<file path="src/rtl/hcr_pkg.sv">
package hcr_pkg;
  localparam logic [2:0] HINT_REG  = 3'd0;
  localparam logic [2:0] HINT_NT   = 3'd1;
  localparam logic [2:0] HINT_HT   = 3'd2;
  localparam logic [2:0] HINT_LAST = 3'd3;

  typedef enum logic [1:0] {
    AGE_KEEP = 2'd0,
    AGE_MRU  = 2'd1,
    AGE_LRU  = 2'd2
  } age_op_e;

  typedef struct packed {
    logic    bypass;
    age_op_e hit_op;
    age_op_e fill_op;
    logic    protect;
  } policy_t;
endpackage

</file>
<file path="src/rtl/hcr_policy.sv">
module hcr_policy
  import hcr_pkg::*;
#(
  parameter int unsigned LEVEL_SCOPE = 1,
  parameter bit          HINTS_EN    = 1'b1
) (
  input  logic [1:0] scope_i,
  input  logic [2:0] hint_i,
  output policy_t    pol_o
);
  logic bypass;
  assign bypass = scope_i > 2'(LEVEL_SCOPE);

  generate
    if (HINTS_EN) begin : g_hints
      always_comb begin
        pol_o = '{bypass: bypass, hit_op: AGE_MRU, fill_op: AGE_MRU, protect: 1'b0};
        case (hint_i)
          HINT_NT: begin
            pol_o.hit_op  = AGE_KEEP;
            pol_o.fill_op = AGE_LRU;
          end
          HINT_HT:   pol_o.protect = 1'b1;
          HINT_LAST: pol_o.hit_op  = AGE_LRU;
          default: ;
        endcase
      end
    end else begin : g_flat
      logic [2:0] hint_unused;
      assign hint_unused = hint_i;
      always_comb pol_o = '{bypass: bypass, hit_op: AGE_MRU, fill_op: AGE_MRU, protect: 1'b0};
    end
  endgenerate
endmodule

</file>
<file path="src/rtl/hcr_tag_array.sv">
module hcr_tag_array #(
  parameter int unsigned SETS  = 16,
  parameter int unsigned WAYS  = 4,
  parameter int unsigned TAG_W = 22,
  parameter int unsigned CNT_W = 3,
  localparam int unsigned SET_W = $clog2(SETS),
  localparam int unsigned AGE_W = $clog2(WAYS)
) (
  input  logic                              clk_i,
  input  logic                              rst_ni,
  input  logic [SET_W-1:0]                  rd_idx_i,
  output logic [WAYS-1:0]                   rd_valid_o,
  output logic [WAYS-1:0][TAG_W-1:0]        rd_tag_o,
  output logic [WAYS-1:0][AGE_W-1:0]        rd_age_o,
  output logic [WAYS-1:0][CNT_W-1:0]        rd_prot_o,
  input  logic                              upd_en_i,
  input  logic [SET_W-1:0]                  upd_idx_i,
  input  logic [WAYS-1:0][AGE_W-1:0]        upd_age_i,
  input  logic [WAYS-1:0][CNT_W-1:0]        upd_prot_i,
  input  logic                              ins_en_i,
  input  logic [AGE_W-1:0]                  ins_way_i,
  input  logic [TAG_W-1:0]                  ins_tag_i
);
  function automatic logic [WAYS-1:0][AGE_W-1:0] init_age();
    logic [WAYS-1:0][AGE_W-1:0] r;
    for (int w = 0; w < WAYS; w++) r[w] = AGE_W'(w);
    return r;
  endfunction

  logic [WAYS-1:0]                 valid_q [SETS];
  logic [WAYS-1:0][TAG_W-1:0]      tag_q   [SETS];
  logic [WAYS-1:0][AGE_W-1:0]      age_q   [SETS];
  logic [WAYS-1:0][CNT_W-1:0]      prot_q  [SETS];

  assign rd_valid_o = valid_q[rd_idx_i];
  assign rd_tag_o   = tag_q[rd_idx_i];
  assign rd_age_o   = age_q[rd_idx_i];
  assign rd_prot_o  = prot_q[rd_idx_i];

  always_ff @(posedge clk_i or negedge rst_ni) begin
    if (!rst_ni) begin
      for (int s = 0; s < SETS; s++) begin
        valid_q[s] <= '0;
        age_q[s]   <= init_age();
        prot_q[s]  <= '0;
      end
    end else begin
      if (upd_en_i) begin
        age_q[upd_idx_i]  <= upd_age_i;
        prot_q[upd_idx_i] <= upd_prot_i;
      end
      if (ins_en_i) valid_q[upd_idx_i][ins_way_i] <= 1'b1;
    end
  end

  // tags need no reset: valid bits qualify them
  always_ff @(posedge clk_i) begin
    if (ins_en_i) tag_q[upd_idx_i][ins_way_i] <= ins_tag_i;
  end
endmodule

</file>
<file path="src/rtl/hcr_lru_update.sv">
module hcr_lru_update
  import hcr_pkg::*;
#(
  parameter int unsigned WAYS      = 4,
  parameter int unsigned CNT_W     = 3,
  parameter int unsigned PROTECT_N = 4,
  localparam int unsigned AGE_W = $clog2(WAYS)
) (
  input  logic [WAYS-1:0]             valid_i,
  input  logic [WAYS-1:0][AGE_W-1:0]  age_i,
  input  logic [WAYS-1:0][CNT_W-1:0]  prot_i,
  input  logic                        hit_i,
  input  logic [AGE_W-1:0]            hit_way_i,
  input  age_op_e                     op_i,
  input  logic                        protect_i,
  output logic [AGE_W-1:0]            victim_o,
  output logic [WAYS-1:0][AGE_W-1:0]  age_o,
  output logic [WAYS-1:0][CNT_W-1:0]  prot_o
);
  localparam logic [AGE_W-1:0] OLDEST = AGE_W'(WAYS - 1);

  logic             inv_any, unp_any;
  logic [AGE_W-1:0] inv_way, unp_way, unp_age, lru_way;
  logic [AGE_W-1:0] tgt, tgt_age;

  // victim: lowest invalid, else oldest unprotected, else plain LRU
  always_comb begin
    inv_any = 1'b0;
    inv_way = '0;
    for (int w = WAYS - 1; w >= 0; w--) begin
      if (!valid_i[w]) begin
        inv_any = 1'b1;
        inv_way = AGE_W'(w);
      end
    end
    unp_any = 1'b0;
    unp_way = '0;
    unp_age = '0;
    lru_way = '0;
    for (int w = 0; w < WAYS; w++) begin
      if (prot_i[w] == '0 && (!unp_any || age_i[w] > unp_age)) begin
        unp_any = 1'b1;
        unp_way = AGE_W'(w);
        unp_age = age_i[w];
      end
      if (age_i[w] == OLDEST) lru_way = AGE_W'(w);
    end
    victim_o = inv_any ? inv_way : (unp_any ? unp_way : lru_way);
  end

  assign tgt     = hit_i ? hit_way_i : victim_o;
  assign tgt_age = age_i[tgt];

  always_comb begin
    age_o = age_i;
    for (int w = 0; w < WAYS; w++) begin
      unique case (op_i)
        AGE_MRU: begin
          if (AGE_W'(w) == tgt)         age_o[w] = '0;
          else if (age_i[w] < tgt_age)  age_o[w] = age_i[w] + 1'b1;
        end
        AGE_LRU: begin
          if (AGE_W'(w) == tgt)         age_o[w] = OLDEST;
          else if (age_i[w] > tgt_age)  age_o[w] = age_i[w] - 1'b1;
        end
        default: ;
      endcase
    end
  end

  always_comb begin
    for (int w = 0; w < WAYS; w++)
      prot_o[w] = (prot_i[w] != '0) ? prot_i[w] - 1'b1 : '0;
    if (!hit_i) prot_o[tgt] = protect_i ? CNT_W'(PROTECT_N) : '0;
  end
endmodule

</file>
<file path="src/rtl/hint_cache_ctrl.sv">
module hint_cache_ctrl
  import hcr_pkg::*;
#(
  parameter int unsigned ADDR_W      = 32,
  parameter int unsigned OFF_W       = 6,
  parameter int unsigned SETS        = 16,
  parameter int unsigned WAYS        = 4,
  parameter int unsigned LEVEL_SCOPE = 1,
  parameter int unsigned PROTECT_N   = 4,
  parameter bit          HINTS_EN    = 1'b1,
  localparam int unsigned SET_W = $clog2(SETS),
  localparam int unsigned WAY_W = $clog2(WAYS),
  localparam int unsigned TAG_W = ADDR_W - OFF_W - SET_W,
  localparam int unsigned CNT_W = $clog2(PROTECT_N + 1)
) (
  input  logic              clk_i,
  input  logic              rst_ni,
  input  logic              req_valid_i,
  input  logic [ADDR_W-1:0] req_addr_i,
  input  logic [1:0]        req_scope_i,
  input  logic [2:0]        req_hint_i,
  input  logic              req_write_i,
  output logic              resp_valid_o,
  output logic              resp_hit_o,
  output logic              resp_bypass_o,
  output logic [WAY_W-1:0]  resp_way_o,
  output logic              nl_valid_o,
  output logic [ADDR_W-1:0] nl_addr_o,
  output logic              nl_write_o,
  output logic              nl_alloc_o
);
  policy_t                    pol;
  logic [SET_W-1:0]           idx;
  logic [TAG_W-1:0]           tag;
  logic [WAYS-1:0]            set_valid, hit_vec;
  logic [WAYS-1:0][TAG_W-1:0] set_tag;
  logic [WAYS-1:0][WAY_W-1:0] set_age, age_nxt;
  logic [WAYS-1:0][CNT_W-1:0] set_prot, prot_nxt;
  logic [WAY_W-1:0]           hit_way, victim;
  logic                       hit, served, miss;

  assign idx = req_addr_i[OFF_W +: SET_W];
  assign tag = req_addr_i[ADDR_W-1 -: TAG_W];

  hcr_policy #(.LEVEL_SCOPE(LEVEL_SCOPE), .HINTS_EN(HINTS_EN)) u_policy (
    .scope_i(req_scope_i),
    .hint_i (req_hint_i),
    .pol_o  (pol)
  );

  hcr_tag_array #(.SETS(SETS), .WAYS(WAYS), .TAG_W(TAG_W), .CNT_W(CNT_W)) u_tags (
    .clk_i     (clk_i),
    .rst_ni    (rst_ni),
    .rd_idx_i  (idx),
    .rd_valid_o(set_valid),
    .rd_tag_o  (set_tag),
    .rd_age_o  (set_age),
    .rd_prot_o (set_prot),
    .upd_en_i  (served),
    .upd_idx_i (idx),
    .upd_age_i (age_nxt),
    .upd_prot_i(prot_nxt),
    .ins_en_i  (miss),
    .ins_way_i (victim),
    .ins_tag_i (tag)
  );

  generate
    for (genvar w = 0; w < WAYS; w++) begin : g_cmp
      assign hit_vec[w] = set_valid[w] && (set_tag[w] == tag);
    end
  endgenerate

  always_comb begin
    hit_way = '0;
    for (int w = 0; w < WAYS; w++)
      if (hit_vec[w]) hit_way = WAY_W'(w);
  end

  assign served = req_valid_i && !pol.bypass;
  assign hit    = served && (|hit_vec);
  assign miss   = served && !(|hit_vec);

  hcr_lru_update #(.WAYS(WAYS), .CNT_W(CNT_W), .PROTECT_N(PROTECT_N)) u_lru (
    .valid_i  (set_valid),
    .age_i    (set_age),
    .prot_i   (set_prot),
    .hit_i    (|hit_vec),
    .hit_way_i(hit_way),
    .op_i     ((|hit_vec) ? pol.hit_op : pol.fill_op),
    .protect_i(pol.protect),
    .victim_o (victim),
    .age_o    (age_nxt),
    .prot_o   (prot_nxt)
  );

  always_ff @(posedge clk_i or negedge rst_ni) begin
    if (!rst_ni) begin
      resp_valid_o  <= 1'b0;
      resp_hit_o    <= 1'b0;
      resp_bypass_o <= 1'b0;
      resp_way_o    <= '0;
      nl_valid_o    <= 1'b0;
      nl_addr_o     <= '0;
      nl_write_o    <= 1'b0;
      nl_alloc_o    <= 1'b0;
    end else begin
      resp_valid_o  <= req_valid_i;
      resp_hit_o    <= hit;
      resp_bypass_o <= req_valid_i && pol.bypass;
      resp_way_o    <= hit ? hit_way : (miss ? victim : '0);
      nl_valid_o    <= req_valid_i && !hit;
      nl_addr_o     <= req_addr_i;
      nl_write_o    <= req_write_i;
      nl_alloc_o    <= miss;
    end
  end
endmodule

</file>
<file path="config.mk">
export PLATFORM = sky130hd
export DESIGN_NAME = hint_cache_ctrl
export DESIGN_NICKNAME = d
export VERILOG_FILES = /design/src/rtl/hcr_pkg.sv /design/src/rtl/hcr_policy.sv /design/src/rtl/hcr_tag_array.sv /design/src/rtl/hcr_lru_update.sv /design/src/rtl/hint_cache_ctrl.sv
export SDC_FILE = /design/constraint.sdc
export NUM_CORES = 2
export LEC_CHECK = 0
export CORE_UTILIZATION = 63
export CTS_CLUSTER_DIAMETER = 100
export DETAILED_ROUTE_END_ITERATION = 8
export DONT_BUFFER_PORTS = 1
export PLACE_DENSITY = 0.83
export SLEW_MARGIN = 10
export SYNTH_ARGS = -nofsm -noshare
export SYNTH_HDL_FRONTEND = slang
export SYNTH_HIERARCHICAL = 1
export SYNTH_SLANG_ARGS = --single-unit
</file>
<file path="constraint.sdc">
create_clock -name clk_i -period 9.7 [get_ports clk_i]
set_input_delay 1.94 -clock clk_i [delete_from_list [all_inputs] [get_ports clk_i]]
set_output_delay 1.94 -clock clk_i [all_outputs]
set_load 0.02 [all_outputs]
</file>
==> metrics.md <==
| Metric | Value |
|---|---|
| Die Ht | `343 µm` |
| DR vias | `38100` |
| Synth cell types | `72` |
| Final Wtd Congestion | `0.884` |
| Seq/Total Area, Yosys | `0.722` |
| GRT Residual Overflow | `0` |
| Critical path type | `input pin to flop` |
| Top post-synthesis cells by area | `edfxtp_1 58%, mux4_2 14%, dfrtp_1 12%, mux2_2 5.0%, a22oi_1 2.3%` |
| Kind of start point of the critical path | `input pin` |
| Chip width | `343 µm` |
| Peak supply drop | `~0.2 mV` |
| Total power | `about 0.016 W` |
| GRT Total Usage | `0.305` |
| WL final | `around 180000 µm` |
| Status | `finished with violations` |
| Layout overhead on the synthesized area | `10.4%` |
| Largest net degree at the start of global routing | `465` |
| Syn nets | `around 3700` |
| Failing checks | `slew limit, setup timing` |
| Die ar. | `118000 µm²` |
| R2R setup slack | `1450 ps` |
| Slew Viols, Final | `463` |
| Sequential share of power | `0.534` |
| Vias per cell | `7.04` |
| Rows | `124` |
| Hold Crit Endpoint | `u_tags/valid_q[17]` |
| CTS buffer count | `176` |
| Hold Crit Class | `flop to flop` |
| Placed inst area | `75400 µm²` |
| Final-layout fill cell count | `6458` |
| Commonest cells after routing, fill and taps aside | `1408 x edfxtp_1, 448 x mux4_2, 360 x dfrtp_1` |
| Max Cap Viol | `0` |
| #FFs+latches synth | `between 1500 and 2000` |
| Worst R2R End | `u_tags/age_q[60]` |
| F_max | `89.1 MHz` |
| Final setup viols | `1517` |
| Final ANT Viol Nets | `0` |
| Final routed DRC violation total | `0` |
| Cts hold-fix bufs | `0` |
| Xor/xnor share of the synthesized area | `0.0105` |
| CP max FO | `roughly 460` |
| WHS Path Cells | `1` |
| Main combinational cell family by area after synthesis | `multiplexers` |
| Worst-Margin Slew | `2840 ps` |
| Clk pin slew, worst setup/hold paths | `60 ps` |
| First-pass GRT wire length | `260000 µm` |
| Post-CTS setup buffers | `0` |
| IO Count | `81` |
| Clk_skew | `30.4 ps` |
| Synth area leader | `edfxtp_1` |
| Cells on worst reg2reg path | `31` |
| Post-route setup slack | `-1530 ps` |
| Number of synthesized flops with an enable pin | `1408` |
| Final core occ | `0.705` |
| Mapped Area | `roughly 73000 µm²` |
| Worst hold start | `u_tags/valid_q[17]` |
| Synthesized area per cell | `19.9 µm²` |
| Hold Worst Slack | `469 ps` |
| Sink Count | `1832` |
| Post-synthesis compound-gate area fraction | `0.0353` |
| Worst setup EP type | `flop` |
| Initial antenna violation count | `6` |
| Routed WL per cell | `32.4 µm` |
| Share of cells above drive strength 1 | `0.341` |
| Cell Int Power | `between 0.01 and 0.015 W` |
| Final Cell Area | `a little over 80000 µm²` |
| Cell count after synthesis | `between 3000 and 4000` |
| DPL Wire Length | `86500 µm` |
| Mux cell area share after synthesis | `0.188` |
| Logic pwr share | `0.056` |
| Main synth FF type | `edfxtp_1` |
| Skew-Pair Late Insertion Delay | `about 800 ps` |
| Clock Path Buffers | `3` |
| Commonest non-fill, non-tap cell in the layout | `edfxtp_1` |
| Starting Density | `0.639` |
| Root buffer cell | `clkbuf_16` |
| Initial drt markers | `4920` |
| Sw Ratio | `0.215` |
| Pwr per Cell Area | `201 nW/µm²` |
| Fin. Hold Viols | `0` |
| Clock power share | `0.410` |
| Period utilisation layout | `1.16` |
| Synth top area share | `0.577` |
| Cell mode on critical path | `ha_1` |
| CP required | `about 10000 ps` |
| Leak pwr | `28.4 nW` |
| IO Port Bufs | `0` |
| RSZ-0062 raised after global routing | `no` |
| Min Tclk post-route | `11230 ps` |
| RR Startpoint | `u_tags/prot_q[144]` |
| CTS tree | `yes` |
| Switching pwr | `around 0.0035 W` |
| Worst path slowest cell | `mux4_2` |
| CTS H-tree depth | `4` |
| Core footprint | `115000 µm²` |
| Simple-gate portion of the synthesized area | `0.0233` |
| Synth Warn # | `6` |
| Vias in the first global route | `39700` |
| Adder-cell share of the synthesized area | `0.00392` |
| First-pass DRT Iterations | `8` |
| Fin nets | `around 3800` |
| Asr flop ratio synth | `0.231` |
| Largest stage delay on the critical path | `1410 ps` |
| Rel. slew slack | `-0.892` |
| Arr. time, crit path | `11940 ps` |
| CTS resizes | `0` |
[through the flow]
stage	std cells	worst slack (ps)	TNS [ps]
final	5416	-1530	-473740
after global routing	5415	64.3	0
after CTS	5415	598	0
after detailed placement	5089	-188	-4110
after global placement	5089	-79.2	-1250
after floorplan	3676	108	0
[synthesized netlist by cell type, types with 4 or more instances]
cell / number
a21oi_1: 16
a22oi_1: 226
a31oi_1: 7
buf_1: 36
buf_2: 50
buf_4: 42
buf_6: 4
clkbuf_1: 89
dfrtp_1: 360
dfstp_2: 64
edfxtp_1: 1408
ha_1: 23
inv_1: 27
mux2_2: 325
mux2i_1: 4
mux4_2: 448
nand2_1: 146
nand2b_1: 5
nand3_1: 11
nand3b_1: 4
nand4_1: 15
nand4b_1: 4
nor2_1: 99
nor2b_1: 9
nor3_1: 14
nor3b_1: 4
nor4_1: 11
o21a_1: 4
o21ai_0: 16
o21bai_1: 44
or2_2: 20
xnor2_1: 40
xor2_1: 48
[flip-flops by register name, indices dropped and copies added, names as in the netlist]
signal,cells
nl_addr_o,32
nl_alloc_o,1
nl_valid_o,1
nl_write_o,1
resp_bypass_o,1
resp_hit_o,1
resp_valid_o,1
resp_way_o,2
u_tags/age_q,128
u_tags/prot_q,192
u_tags/tag_q,1408
u_tags/valid_q,64
[kinds of logic (layout without fill, tap and decap cells)]
family,after synthesis,in the layout
buffers and inverters,248,475
xor gates and xnor gates,88,88
other,0,1
muxes,779,779
DFF,1832,1832
AOI/OAI and AO/OA,345,345
adders and majority gates,23,23
and+or+nand+nor,361,361
[worst max-delay path by stage]
| stage | startpoint | end | slack, ps | depth (start not counted) |
|---|---|---|---|---|
| 6_report | req_addr_i[6] | u_tags/age_q[60] | -1530 | 31 |
| 5_1_grt | req_addr_i[6] | u_tags/age_q[76] | 60 | 31 |
| 4_1_cts | req_addr_i[6] | u_tags/age_q[60] | 600 | 31 |
| 3_5_place_dp | req_addr_i[6] | u_tags/age_q[60] | -190 | 31 |
| 3_3_place_gp | req_addr_i[6] | u_tags/age_q[100] | -80 | 31 |
| 2_1_floorplan | req_addr_i[6] | u_tags/age_q[49] | 110 | 36 |
[power by group through the flow]
stage               Combinational (W)  Clock, W  Sequential (W)
floorplan                    0.000737         0         0.00883
global placement             0.000830         0         0.00885
detailed placement           0.000857         0         0.00885
CTS                          0.000878   0.00675         0.00870
global route                 0.000942   0.00703         0.00871
finish                       0.000911   0.00668         0.00870
[layout make-up]
type | count | area, µm² | area share
Multi-Input combinational cell | 1596 | 19400 | 0.240
Tap cell | 1512 | 1890 | 0.0234
Timing Repair Buffer | 122 | 991 | 0.0122
Sequential cell | 1832 | 53000 | 0.654
Clock inverter | 99 | 891 | 0.0110
Inverter | 27 | 101 | 0.00125
Clock buffer | 227 | 4730 | 0.0584
Antenna cell | 1 | 2.50 | 0.0000309
[layer usage]
| layer | wire, µm | part of all wire | vias to the layer above | track usage |
|---|---|---|---|---|
| met2 | 88500 | 0.50 | 2530 | 0.501 |
| li1 | - | - | 15000 | - |
| met1 | 63800 | 0.36 | 20100 | 0.411 |
| met5 | 13 | 0.000074 | - | 0 |
| met4 | 6640 | 0.038 | 2 | 0.117 |
| met3 | 16400 | 0.094 | 469 | 0.0581 |
[worst max-delay path: cells and delay by family]
kind	cells	cell delay [ps]
AOI/OAI and AO/OA	10	2740
adders and majority gates	5	1460
buffers and inverters	1	40
muxes	5	2960
and+or+nand+nor	10	1520
(Power assumes the default switching activity.)
